**config.mk**
```make
export PLATFORM = sky130hd
export DESIGN_NAME = vic_chain
export DESIGN_NICKNAME = d
export VERILOG_FILES = /design/src/rtl/vic_pkg.sv /design/src/rtl/vic_pin_edge.sv /design/src/rtl/vic_prio.sv /design/src/rtl/vic_bank.sv /design/src/rtl/vic_chain.sv
export SDC_FILE = /design/constraint.sdc
export NUM_CORES = 1
export LEC_CHECK = 0
export BUFFER_PORTS_ARGS = -buffer_cell sky130_fd_sc_hd__buf_2
export CAP_MARGIN = 5
export CORE_ASPECT_RATIO = 2
export CORE_MARGIN = 2
export CORE_UTILIZATION = 50
export DETAILED_ROUTE_END_ITERATION = 7
export PLACE_DENSITY_LB_ADDON = 0.08
export SLEW_MARGIN = 20
export SYNTH_ARGS = -nofsm -noshare
export SYNTH_HDL_FRONTEND = slang
export SYNTH_SLANG_ARGS = --single-unit
```
**constraint.sdc**
```tcl
create_clock -name clk -period 5.8 [get_ports clk]
set_input_delay 1.74 -clock clk [delete_from_list [all_inputs] [get_ports clk]]
set_output_delay 1.74 -clock clk [all_outputs]
set_load 0.02 [all_outputs]
```
**src/rtl/vic_pkg.sv**
```systemverilog
package vic_pkg;
   localparam int VIC_NCH  = 16;
   localparam int VIC_BANK = 8;
   localparam int VIC_AW   = 4;
   localparam int VIC_CHW  = $clog2(VIC_NCH);

   localparam logic [VIC_AW-1:0] A_EDGE  = 4'd8;
   localparam logic [VIC_AW-1:0] A_DIR   = 4'd9;
   localparam logic [VIC_AW-1:0] A_VBASE = 4'd10;
   localparam logic [VIC_AW-1:0] A_PINS  = 4'd11;
endpackage

```
**src/rtl/vic_pin_edge.sv**
```systemverilog
module vic_pin_edge #(
   parameter int W      = 8,
   parameter int STAGES = 2
) (
   input  logic         clk,
   input  logic         rst_n,
   input  logic [W-1:0] pin,
   input  logic [W-1:0] rise_sel,
   input  logic [W-1:0] is_out,
   output logic [W-1:0] evt
);
   logic [W-1:0] s;
   logic [W-1:0] prev;

   generate
      if (STAGES > 3) begin : g_bad
         $error("vic_pin_edge: STAGES must be 0..3");
      end
      if (STAGES == 0) begin : g_direct
         assign s = pin;
      end else begin : g_sync
         logic [STAGES-1:0][W-1:0] chain;
         always_ff @(posedge clk or negedge rst_n) begin
            if (!rst_n) chain <= '0;
            else begin
               chain[0] <= pin;
               for (int k = 1; k < STAGES; k++) chain[k] <= chain[k-1];
            end
         end
         assign s = chain[STAGES-1];
      end
   endgenerate

   always_ff @(posedge clk or negedge rst_n) begin
      if (!rst_n) prev <= '0;
      else        prev <= s;
   end

   assign evt = ~is_out & ((rise_sel & s & ~prev) | (~rise_sel & ~s & prev));
endmodule

```
**src/rtl/vic_prio.sv**
```systemverilog
module vic_prio #(
   parameter int N  = 16,
   localparam int IW = $clog2(N)
) (
   input  logic [N-1:0]  req,
   output logic          any,
   output logic [IW-1:0] idx
);
   always_comb begin
      any = 1'b0;
      idx = '0;
      for (int i = 0; i < N; i++) begin
         if (req[i]) begin
            any = 1'b1;
            idx = IW'(i);
         end
      end
   end
endmodule

```
**src/rtl/vic_bank.sv**
```systemverilog
module vic_bank
   import vic_pkg::*;
#(
   parameter int NCH = VIC_NCH,
   parameter int BW  = VIC_BANK,
   localparam int NB = NCH / BW,
   localparam int CW = $clog2(NCH)
) (
   input  logic              clk,
   input  logic              rst_n,
   input  logic              wr,
   input  logic [VIC_AW-1:0] waddr,
   input  logic [BW-1:0]     wdata,
   input  logic [NCH-1:0]    set_evt,
   input  logic              commit,
   input  logic [CW-1:0]     commit_ch,
   output logic [NCH-1:0]    en_o,
   output logic [NCH-1:0]    pend_o,
   output logic [NCH-1:0]    mask_o,
   output logic [NCH-1:0]    svc_o
);
   logic [NCH-1:0] en_q, pend_q, mask_q, svc_q;
   logic [NCH-1:0] en_wr, pend_wr, mask_wr, svc_wr;
   logic [NCH-1:0] wvec, commit_bits, en_n;

   generate
      if (NCH % BW != 0) begin : g_bad
         $error("vic_bank: NCH must be a multiple of BW");
      end
      for (genvar b = 0; b < NB; b++) begin : g_half
         localparam int OFS = NB - 1 - b;
         assign en_wr[b*BW +: BW]   = {BW{wr && waddr == VIC_AW'(0*NB + OFS)}};
         assign pend_wr[b*BW +: BW] = {BW{wr && waddr == VIC_AW'(1*NB + OFS)}};
         assign mask_wr[b*BW +: BW] = {BW{wr && waddr == VIC_AW'(2*NB + OFS)}};
         assign svc_wr[b*BW +: BW]  = {BW{wr && waddr == VIC_AW'(3*NB + OFS)}};
      end
   endgenerate

   assign wvec        = {NB{wdata}};
   assign commit_bits = commit ? (NCH'(1) << commit_ch) : '0;
   assign en_n        = (en_q & ~en_wr) | (wvec & en_wr);

   always_ff @(posedge clk or negedge rst_n) begin
      if (!rst_n) begin
         en_q   <= '0;
         pend_q <= '0;
         mask_q <= '0;
         svc_q  <= '0;
      end else begin
         en_q   <= en_n;
         pend_q <= ((pend_q & ~(pend_wr & ~wvec) & ~commit_bits) | set_evt) & en_n;
         mask_q <= (mask_q & ~mask_wr) | (wvec & mask_wr);
         svc_q  <= (svc_q & ~(svc_wr & ~wvec)) | commit_bits;
      end
   end

   assign en_o   = en_q;
   assign pend_o = pend_q;
   assign mask_o = mask_q;
   assign svc_o  = svc_q;

   AST_COMMIT_SETS_SVC: assert property (@(posedge clk) disable iff (!rst_n)
      commit |=> ((svc_q & $past(commit_bits)) == $past(commit_bits)));

   generate
      for (genvar i = 0; i < NCH; i++) begin : g_chk
         AST_PEND_NEEDS_EN: assert property (@(posedge clk) disable iff (!rst_n)
            $rose(pend_q[i]) |-> en_q[i]);
      end
   endgenerate
endmodule

```
**src/rtl/vic_chain.sv**
```systemverilog
module vic_chain
   import vic_pkg::*;
#(
   parameter int NGP         = VIC_BANK,
   parameter int SYNC_STAGES = 2
) (
   input  logic              clk,
   input  logic              rst_n,
   input  logic [NGP-1:0]    gp_pin,
   input  logic [NGP-1:0]    int_pulse,
   input  logic              reg_wr,
   input  logic [VIC_AW-1:0] reg_addr,
   input  logic [7:0]        reg_wdata,
   output logic [7:0]        reg_rdata,
   input  logic              ack_n,
   input  logic              pri_in_n,
   output logic              pri_out_n,
   output logic              xfer_ack_n,
   output logic [7:0]        vec_out,
   output logic              irq_n
);
   generate
      if (NGP != VIC_BANK || VIC_NCH != 2 * VIC_BANK) begin : g_bad
         $error("vic_chain: needs two 8-channel banks");
      end
   endgenerate

   logic [NGP-1:0]     edge_q, dir_q, gp_evt;
   logic [3:0]         base_q;
   logic [VIC_NCH-1:0] en, pend, mask, svc;
   logic               req_any, svc_any, ackable;
   logic [VIC_CHW-1:0] req_ch, svc_ch, win_q;
   logic               active_q, hit_q, done_q;
   logic               respond, commit;

   vic_pin_edge #(.W(NGP), .STAGES(SYNC_STAGES)) u_edge (
      .clk(clk), .rst_n(rst_n), .pin(gp_pin),
      .rise_sel(edge_q), .is_out(dir_q), .evt(gp_evt));

   vic_bank #(.NCH(VIC_NCH), .BW(VIC_BANK)) u_bank (
      .clk(clk), .rst_n(rst_n), .wr(reg_wr), .waddr(reg_addr),
      .wdata(reg_wdata), .set_evt({int_pulse, gp_evt}),
      .commit(commit), .commit_ch(win_q),
      .en_o(en), .pend_o(pend), .mask_o(mask), .svc_o(svc));

   vic_prio #(.N(VIC_NCH)) u_req (.req(pend & ~mask), .any(req_any), .idx(req_ch));
   vic_prio #(.N(VIC_NCH)) u_svc (.req(svc), .any(svc_any), .idx(svc_ch));

   assign ackable = req_any && (!svc_any || req_ch > svc_ch);
   assign irq_n   = ~ackable;

   always_ff @(posedge clk or negedge rst_n) begin
      if (!rst_n) begin
         edge_q <= '0;
         dir_q  <= '0;
         base_q <= '0;
      end else if (reg_wr) begin
         if (reg_addr == A_EDGE)  edge_q <= reg_wdata;
         if (reg_addr == A_DIR)   dir_q  <= reg_wdata;
         if (reg_addr == A_VBASE) base_q <= reg_wdata[7:4];
      end
   end

   always_ff @(posedge clk or negedge rst_n) begin
      if (!rst_n) begin
         active_q <= 1'b0;
         hit_q    <= 1'b0;
         win_q    <= '0;
         done_q   <= 1'b0;
      end else begin
         active_q <= ~ack_n;
         done_q   <= ~ack_n & (done_q | commit);
         if (~ack_n && !active_q) begin
            hit_q <= ackable;
            win_q <= req_ch;
         end
      end
   end

   assign respond    = active_q & ~ack_n & ~pri_in_n & hit_q;
   assign commit     = respond & ~done_q;
   assign pri_out_n  = ~(active_q & ~ack_n & ~pri_in_n & ~hit_q);
   assign xfer_ack_n = ~respond;
   assign vec_out    = respond ? {base_q, win_q} : 8'h00;

   always_comb begin
      case (reg_addr)
         4'd0:    reg_rdata = en[15:8];
         4'd1:    reg_rdata = en[7:0];
         4'd2:    reg_rdata = pend[15:8];
         4'd3:    reg_rdata = pend[7:0];
         4'd4:    reg_rdata = mask[15:8];
         4'd5:    reg_rdata = mask[7:0];
         4'd6:    reg_rdata = svc[15:8];
         4'd7:    reg_rdata = svc[7:0];
         A_EDGE:  reg_rdata = edge_q;
         A_DIR:   reg_rdata = dir_q;
         A_VBASE: reg_rdata = {base_q, 4'h0};
         A_PINS:  reg_rdata = gp_pin;
         default: reg_rdata = 8'h00;
      endcase
   end

   AST_ANSWER_NEEDS_ACK: assert property (@(posedge clk) disable iff (!rst_n)
      !xfer_ack_n |-> (!ack_n && !pri_in_n));
   AST_IDLE_VEC_ZERO: assert property (@(posedge clk) disable iff (!rst_n)
      xfer_ack_n |-> (vec_out == 8'h00));
   AST_VEC_BASE: assert property (@(posedge clk) disable iff (!rst_n)
      !xfer_ack_n |-> (vec_out[7:4] == base_q));
   AST_NO_PASS_WHEN_ANSWER: assert property (@(posedge clk) disable iff (!rst_n)
      !xfer_ack_n |-> pri_out_n);
   AST_PASS_NEEDS_IN: assert property (@(posedge clk) disable iff (!rst_n)
      !pri_out_n |-> (!pri_in_n && !ack_n));
   AST_VEC_FROZEN: assert property (@(posedge clk) disable iff (!rst_n)
      (!xfer_ack_n && $past(!xfer_ack_n)) |-> $stable(vec_out));
   AST_ONE_COMMIT: assert property (@(posedge clk) disable iff (!rst_n)
      commit |=> !commit);
   AST_REQ_HAS_SOURCE: assert property (@(posedge clk) disable iff (!rst_n)
      !irq_n |-> ((pend & ~mask) != '0));
endmodule

```
==> summary.md, run 1 <==
| Metric | Value |
|---|---|
| Via density per instance | 6.26 |
| Cell taking the most area after synthesis | dfrtp_1 |
| DRT antenna net count | 0 |
| Post-Synth Simple-Gate Area | 0.143 |
| Post-CTS sizing | 0 |
| Most numerous cell in the Yosys netlist | dfrtp_1 |
| Clk sinks | roughly 120 |
| N_diodes | 0 |
| Final setup vio count | 0 |
| Synth Warn # | 0 |
| Most frequent cells after synthesis | dfrtp_1 (115), mux2_2 (58), o21ai_0 (44) |
| Initial antenna violation count | 0 |
| DR pass1 iterations | 5 |
| Asr flop ratio synth | 1.00 |
| Fmax achieved | 0.191 GHz |
| Die width | 80.3 microns |
| Tot Pwr | roughly 3.2 mW |
| CTS clk-pin slew, worst paths | 0.06 ns |
| Hold Fails Final Rpt | 0 |
| Maximum vdd drop | between 0.3 and 0.4 mV |
| Post-CTS setup buffers | 0 |
| Post-synth EDFFs | 0 |
| Number of global-route vias before repair | between 4,000 and 5,000 |
| Count of cell types in the netlist | just under 60 |
| Clock skew | about 0.008 ns |
| Type of the most critical hold path | flop to flop |
| Post-route design area | 6870 sq um |
| Area of the multi-input gates | 2760 sq um |
| CTS tree | built |
| Synth Flop Type | dfrtp_1 |
| Outcome | complete, no violations |
| Synth Area in Adders | 0.00860 |
| Post-DP Area | about 6200 sq um |
| WHS | 0.350 ns |
| Setup slack after layout | 0.567 ns |
| Area grow syn2layout | 18.0% |
| Inserted Clock Buffers | 17 |
| Clk Latency, worst-skew pair | 0.41 ns |
| Critical Path RT | around 4.1 ns |
| Rel. slew slack | 0.488 |
| P per Cell Area | 460 nW/um^2 |
| Routed vias | 4,617 |
| Synth top area share | 0.494 |
| Die Ht | 157 microns |
| Port bufs | 51 |
| Max FO, Critical Path | 16 |
| Pin count of the biggest net entering global routing | 84 |
| CTS HTree Levels | 4 |
| Cells after Synth | 535 |
| GRT Util Overall | 0.289 |
| Initial core utilization | 0.513 |
| Final WL | 16.9 mm |
| Worst EP arrival | 3.49 ns |
| Hold_buf cts | 0 |
| Root buf cell | clkbuf_16 |
| Post-synthesis compound-gate area fraction | 0.172 |
| IO Count | 52 |
| First-pass GRT wire length | 26.4 mm |
| DP HPWL | 12.4 mm |
| Grt total ovfl | 0 |
| Cell area after synthesis | 5820 sq um |
| Static Leak | 3.01 nW |
| Min cycle time layout | around 5.2 ns |
| Residual DRC | 0 |
| Final cycle utilization of the critical path | 0.902 |
| RePlAce Congestion | 0.958 |
| Endpoint class of the critical path | output pin |
| Syn nets | between 500 and 600 |
| TNS Setup | 0 ns |
| CP Class | input pin to output pin |
| Num rows | 55 |
| # nets final | 620 |
| CORE AREA | 11,400 sq um |
| Wire per inst | between 20 and 25 microns |
| RSZ-0062 raised after global routing | false |
| Fillers | 953 |
| Reg area | 2880 sq um |
| Synthesized area per cell | about 11 sq um |
| Seq/Total Area, Yosys | 0.494 |
| Worst Setup Start Kind | input pin |
| DP Worst Slack | ~0.66 ns |
| Worst Tran Pin Value | 0.768 ns |
| Bufs on Longest Clock Path | 2 |
| Max_cap viols | 0 |
| Die area | 12,600 sq um |
| Final Max Slew Viols | 0 |
| Largest family of logic cells by synthesized area | compound AO/OA/AOI/OAI gates |
| Initial drt markers | ~350 |
| Post-synthesis xor/xnor area fraction | 0 |
| Mux cell area share after synthesis | 0.150 |
| Seq cells post-synth | 115 |
| Top post-synthesis cells by area | dfrtp_1 (49%), mux2_2 (11%), o21ai_0 (3.8%), nor2_1 (2.7%), nor2b_1 (2.5%) |
| Layout cells sized above 1 | 0.284 |
-- cells by family after synthesis --
family | after synthesis
adder cells (fa/ha/maj) | 4
AND/OR/NAND/NOR | 154
AO/OA/AOI/OAI | 146
multiplexers | 74
buffers and inverters | 42
flip-flops | 115
-- cells in the final DEF, fill, tap and decap left out, types with 4 or more instances in the layout --
cell type  netlist  final
dfrtp_1        115    115
nand3_1          9      9
a31oi_1          6      6
o221a_2          8      8
clkinv_4         0      5
o221ai_1         8      8
a22oi_1         11     11
buf_4            0      9
nor3_1           6      6
o21ai_0         44     44
nand2_1         19     19
o21a_1           9      9
a21oi_1         20     20
nor2b_1         23     23
nor2_1          42     42
and3_1          12     12
o21ai_1          5      5
mux2i_1         11     11
bufinv_16        0      6
mux2_2          58     58
and2_1          10     10
o221ai_2         4      4
a22o_1           4      4
buf_2           13     50
inv_1           11     11
ha_1             4      4
nand2b_1         9      9
mux4_2           5      5
clkbuf_16        0     17
-- where the power goes --
| group | total (mW) | leakage (nW) | switching [mW] | internal [mW] |
|---|---|---|---|---|
| clock network | 1.20 | 0.330 | 0.390 | 0.812 |
| registers | 1.15 | 1.43 | 0.186 | 0.967 |
| logic | 0.807 | 1.25 | 0.444 | 0.363 |
-- critical path, cell delays in order --
cell      delay (ns)
buf_2           0.36
nor2b_1         0.38
buf_4           0.25
a22oi_1         0.11
a211oi_1        0.28
a21oi_1         0.06
o21ai_0         0.11
buf_2           0.20
-- per-stage QoR --
stage / util / std cells
global placement: 0.545 / 706
CTS: 0.605 / 738
global route: 0.605 / 738
detailed placement: 0.545 / 706
finish: 0.605 / 738
floorplan: - / 535
-- worst paths after layout --
kind	startpoint	end	slack (ns)	cells past startpoint
worst max-delay path	reg_addr[2]	reg_rdata[0]	0.57	8
worst min-delay path	u_edge.g_sync.chain[6]	u_edge.s[6]	0.35	0
worst max register to register	u_bank.pend_o[13]	hit_q	2.92	10
worst min register to register	u_edge.g_sync.chain[6]	u_edge.s[6]	0.35	0
max in group asynchronous	rst_n	asynchronous set/reset pin	3.47	2
min in group asynchronous	rst_n	asynchronous set/reset pin	1.36	1
-- area by class of cell --
| type | count | area share |
|---|---|---|
| Multi-Input combinational cell | 378 | 0.402 |
| Sequential cell | 115 | 0.419 |
| Clock inverter | 14 | 0.0364 |
| Timing Repair Buffer | 60 | 0.0479 |
| Tap cell | 142 | 0.0259 |
| Inverter | 11 | 0.00601 |
| Clock buffer | 18 | 0.0625 |
-- metal layers --
layer	routed length [microns]	global-route usage
met5	0	0
met1	6640	0.337
met4	934	0.179
met2	8730	0.482
met3	642	0.0554
Power figures use the tool's default switching activity.
==> run 2: changes to the inputs <==
==> constraint.sdc (replaced) <==
create_clock -name clk -period 5.8 [get_ports clk]
set_input_delay 0.29 -clock clk [delete_from_list [all_inputs] [get_ports clk]]
set_output_delay 0.29 -clock clk [all_outputs]
set_load 0.02 [all_outputs]
==> summary.md, run 2 (synthesized netlist as in run 1, its figures left out) <==
| Metric | Value |
|---|---|
| Grt total ovfl | 0 |
| Die area | 12,600 sq um |
| Area grow syn2layout | 16.8% |
| Final setup vio count | 0 |
| P per Cell Area | 446 nW/um^2 |
| Fmax achieved | 0.276 GHz |
| Leading cell type in the layout, fill and taps excluded | dfrtp_1 |
| Max FO, Critical Path | 4 |
| Cell mode on critical path | nor2b_1 |
| Worst path slowest cell | a2111oi_0 |
| Port bufs | slightly above 50 |
| Critical Path RT | between 5 and 6 ns |
| Layout cells sized above 1 | 0.273 |
| CTS tree | built |
| Final Max Slew Viols | 0 |
| Crit-path cells | nor2b_1, or3_1, a2111oi_0, nor3_1, nor2_1, ha_1, nor2b_1, o211ai_1, a21oi_1, o22ai_1, buf_2 |
| Max_cap viols | 0 |
| Initial antenna violation count | 0 |
| Final cycle utilization of the critical path | 0.624 |
| TNS Setup | 0 ns |
| Outcome | complete, no violations |
| Maximum vdd drop | 0.293 mV |
| DP HPWL | between 10 and 15 mm |
| GRT Util Overall | 0.285 |
| Routed vias | 4,631 |
| RePlAce Congestion | 0.917 |
| Hold Fails Final Rpt | 0 |
| Via density per instance | 6.29 |
| Wire per inst | 22.7 microns |
| Min cycle time layout | 3.62 ns |
| CTS HTree Levels | 4 |
| RSZ-0062 raised after global routing | false |
| Root buf cell | clkbuf_16 |
| Residual DRC | 0 |
| Worst Setup Start Kind | flop |
| # nets final | ~620 |
| CORE AREA | between 10,000 and 15,000 sq um |
| N_diodes | 0 |
| DRT antenna net count | 0 |
| Clk sinks | 115 |
| Initial core utilization | 0.513 |
| Die Ht | 157 microns |
| CTS clk-pin slew, worst paths | 0.06 ns |
| CP Class | flop to output pin |
| Initial drt markers | 284 |
| Static Leak | ~3.0 nW |
| First-pass GRT wire length | 26.4 mm |
| Final WL | 16.7 mm |
| Tot Pwr | 3.03 mW |
| Endpoint class of the critical path | output pin |
| IO Count | 52 |
| Number of global-route vias before repair | 4,758 |
| Bufs on Longest Clock Path | 2 |
| Num rows | 55 |
| CP max stage delay | between 0.5 and 0.6 ns |
| Type of the most critical hold path | input pin to flop |
| Die width | 80.3 microns |
| Pin count of the biggest net entering global routing | 77 |
| DR pass1 iterations | 5 |
| Inserted Clock Buffers | 17 |
| Layout Cells excl Fill | 736 |
| Clk Latency, worst-skew pair | 0.41 ns |
| Placed Cells | about 700 |
| Worst EP arrival | 3.33 ns |
| Worst Tran Pin Value | 0.944 ns |
| Clock skew | between 0.007 and 0.008 ns |
| Most frequent cells in the layout | dfrtp_1 (115), mux2_2 (58), buf_2 (50), o21ai_0 (44), nor2_1 (42) |
| Rel. slew slack | 0.371 |
-- run 2: layout make-up --
cell class              instances  area [sq um]
flip-flops and latches        115          2880
inverters                      11          41.3
clock inverters                14           179
clock buffers                  18           439
well taps                     142           178
fillers                       989          4550
multi-input cells             378          2760
repair buffers                 58           325
-- run 2: per-stage QoR --
stage | cell area (sq um) | worst slack, ns | hold slack, ns | util
finish | 6800 | 2.18 | 0.0111 | 0.599
global route | 6800 | 2.00 | 0.00210 | 0.599
CTS | 6790 | 2.16 | 0.000892 | 0.598
detailed placement | 6120 | 2.61 | 0.304 | 0.539
global placement | 6120 | 2.65 | 0.297 | 0.539
floorplan | 5820 | 3.29 | -0.00559 | -
-- run 2: worst paths after layout --
kind | start | to | slack (ns) | depth (start not counted)
setup / recovery | u_bank.pend_o[13] | irq_n | 2.18 | 11
hold / removal | gp_pin[7] | u_edge.g_sync.chain[7] | 0.01 | 1
setup reg to reg | u_bank.pend_o[13] | hit_q | 2.78 | 10
hold reg to reg | u_edge.g_sync.chain[5] | u_edge.s[5] | 0.35 | 0
max in group asynchronous | rst_n | u_edge.prev[4] | 4.06 | 3
min in group asynchronous | rst_n | u_bank.en_o[14] | 0.38 | 2
-- run 2: critical path, delay by kind of cell, from the launching register on --
family	cells	cell delay, ns
buffers and inverters	1	0.23
AO/OA/AOI/OAI	4	1.06
flip-flops	1	0.40
AND/OR/NAND/NOR	5	1.04
adder cells (fa/ha/maj)	1	0.18
-- run 2: layer usage --
layer | up-vias | global-route usage | share of wire
li1 | 2087 | - | -
met5 | - | 0 | 0
met4 | 0 | 0.149 | 0.052
met3 | 51 | 0.0594 | 0.035
met1 | 2345 | 0.336 | 0.39
met2 | 148 | 0.481 | 0.52
-- run 2: timing repair --
item                      CTS  global route
hold endpoints to repair   43             1
hold buffers                5             1
buffers inserted            0             0
gates resized for setup     0             0
-- run 2: power breakdown --
| part | switching [mW] | leakage (nW) | total [mW] | internal, mW |
|---|---|---|---|---|
| logic | 0.443 | 1.24 | 0.805 | 0.362 |
| registers | 0.184 | 1.43 | 1.15 | 0.967 |
| clock network | 0.387 | 0.293 | 1.08 | 0.690 |
| total | 1.01 | 2.96 | 3.03 | 2.02 |
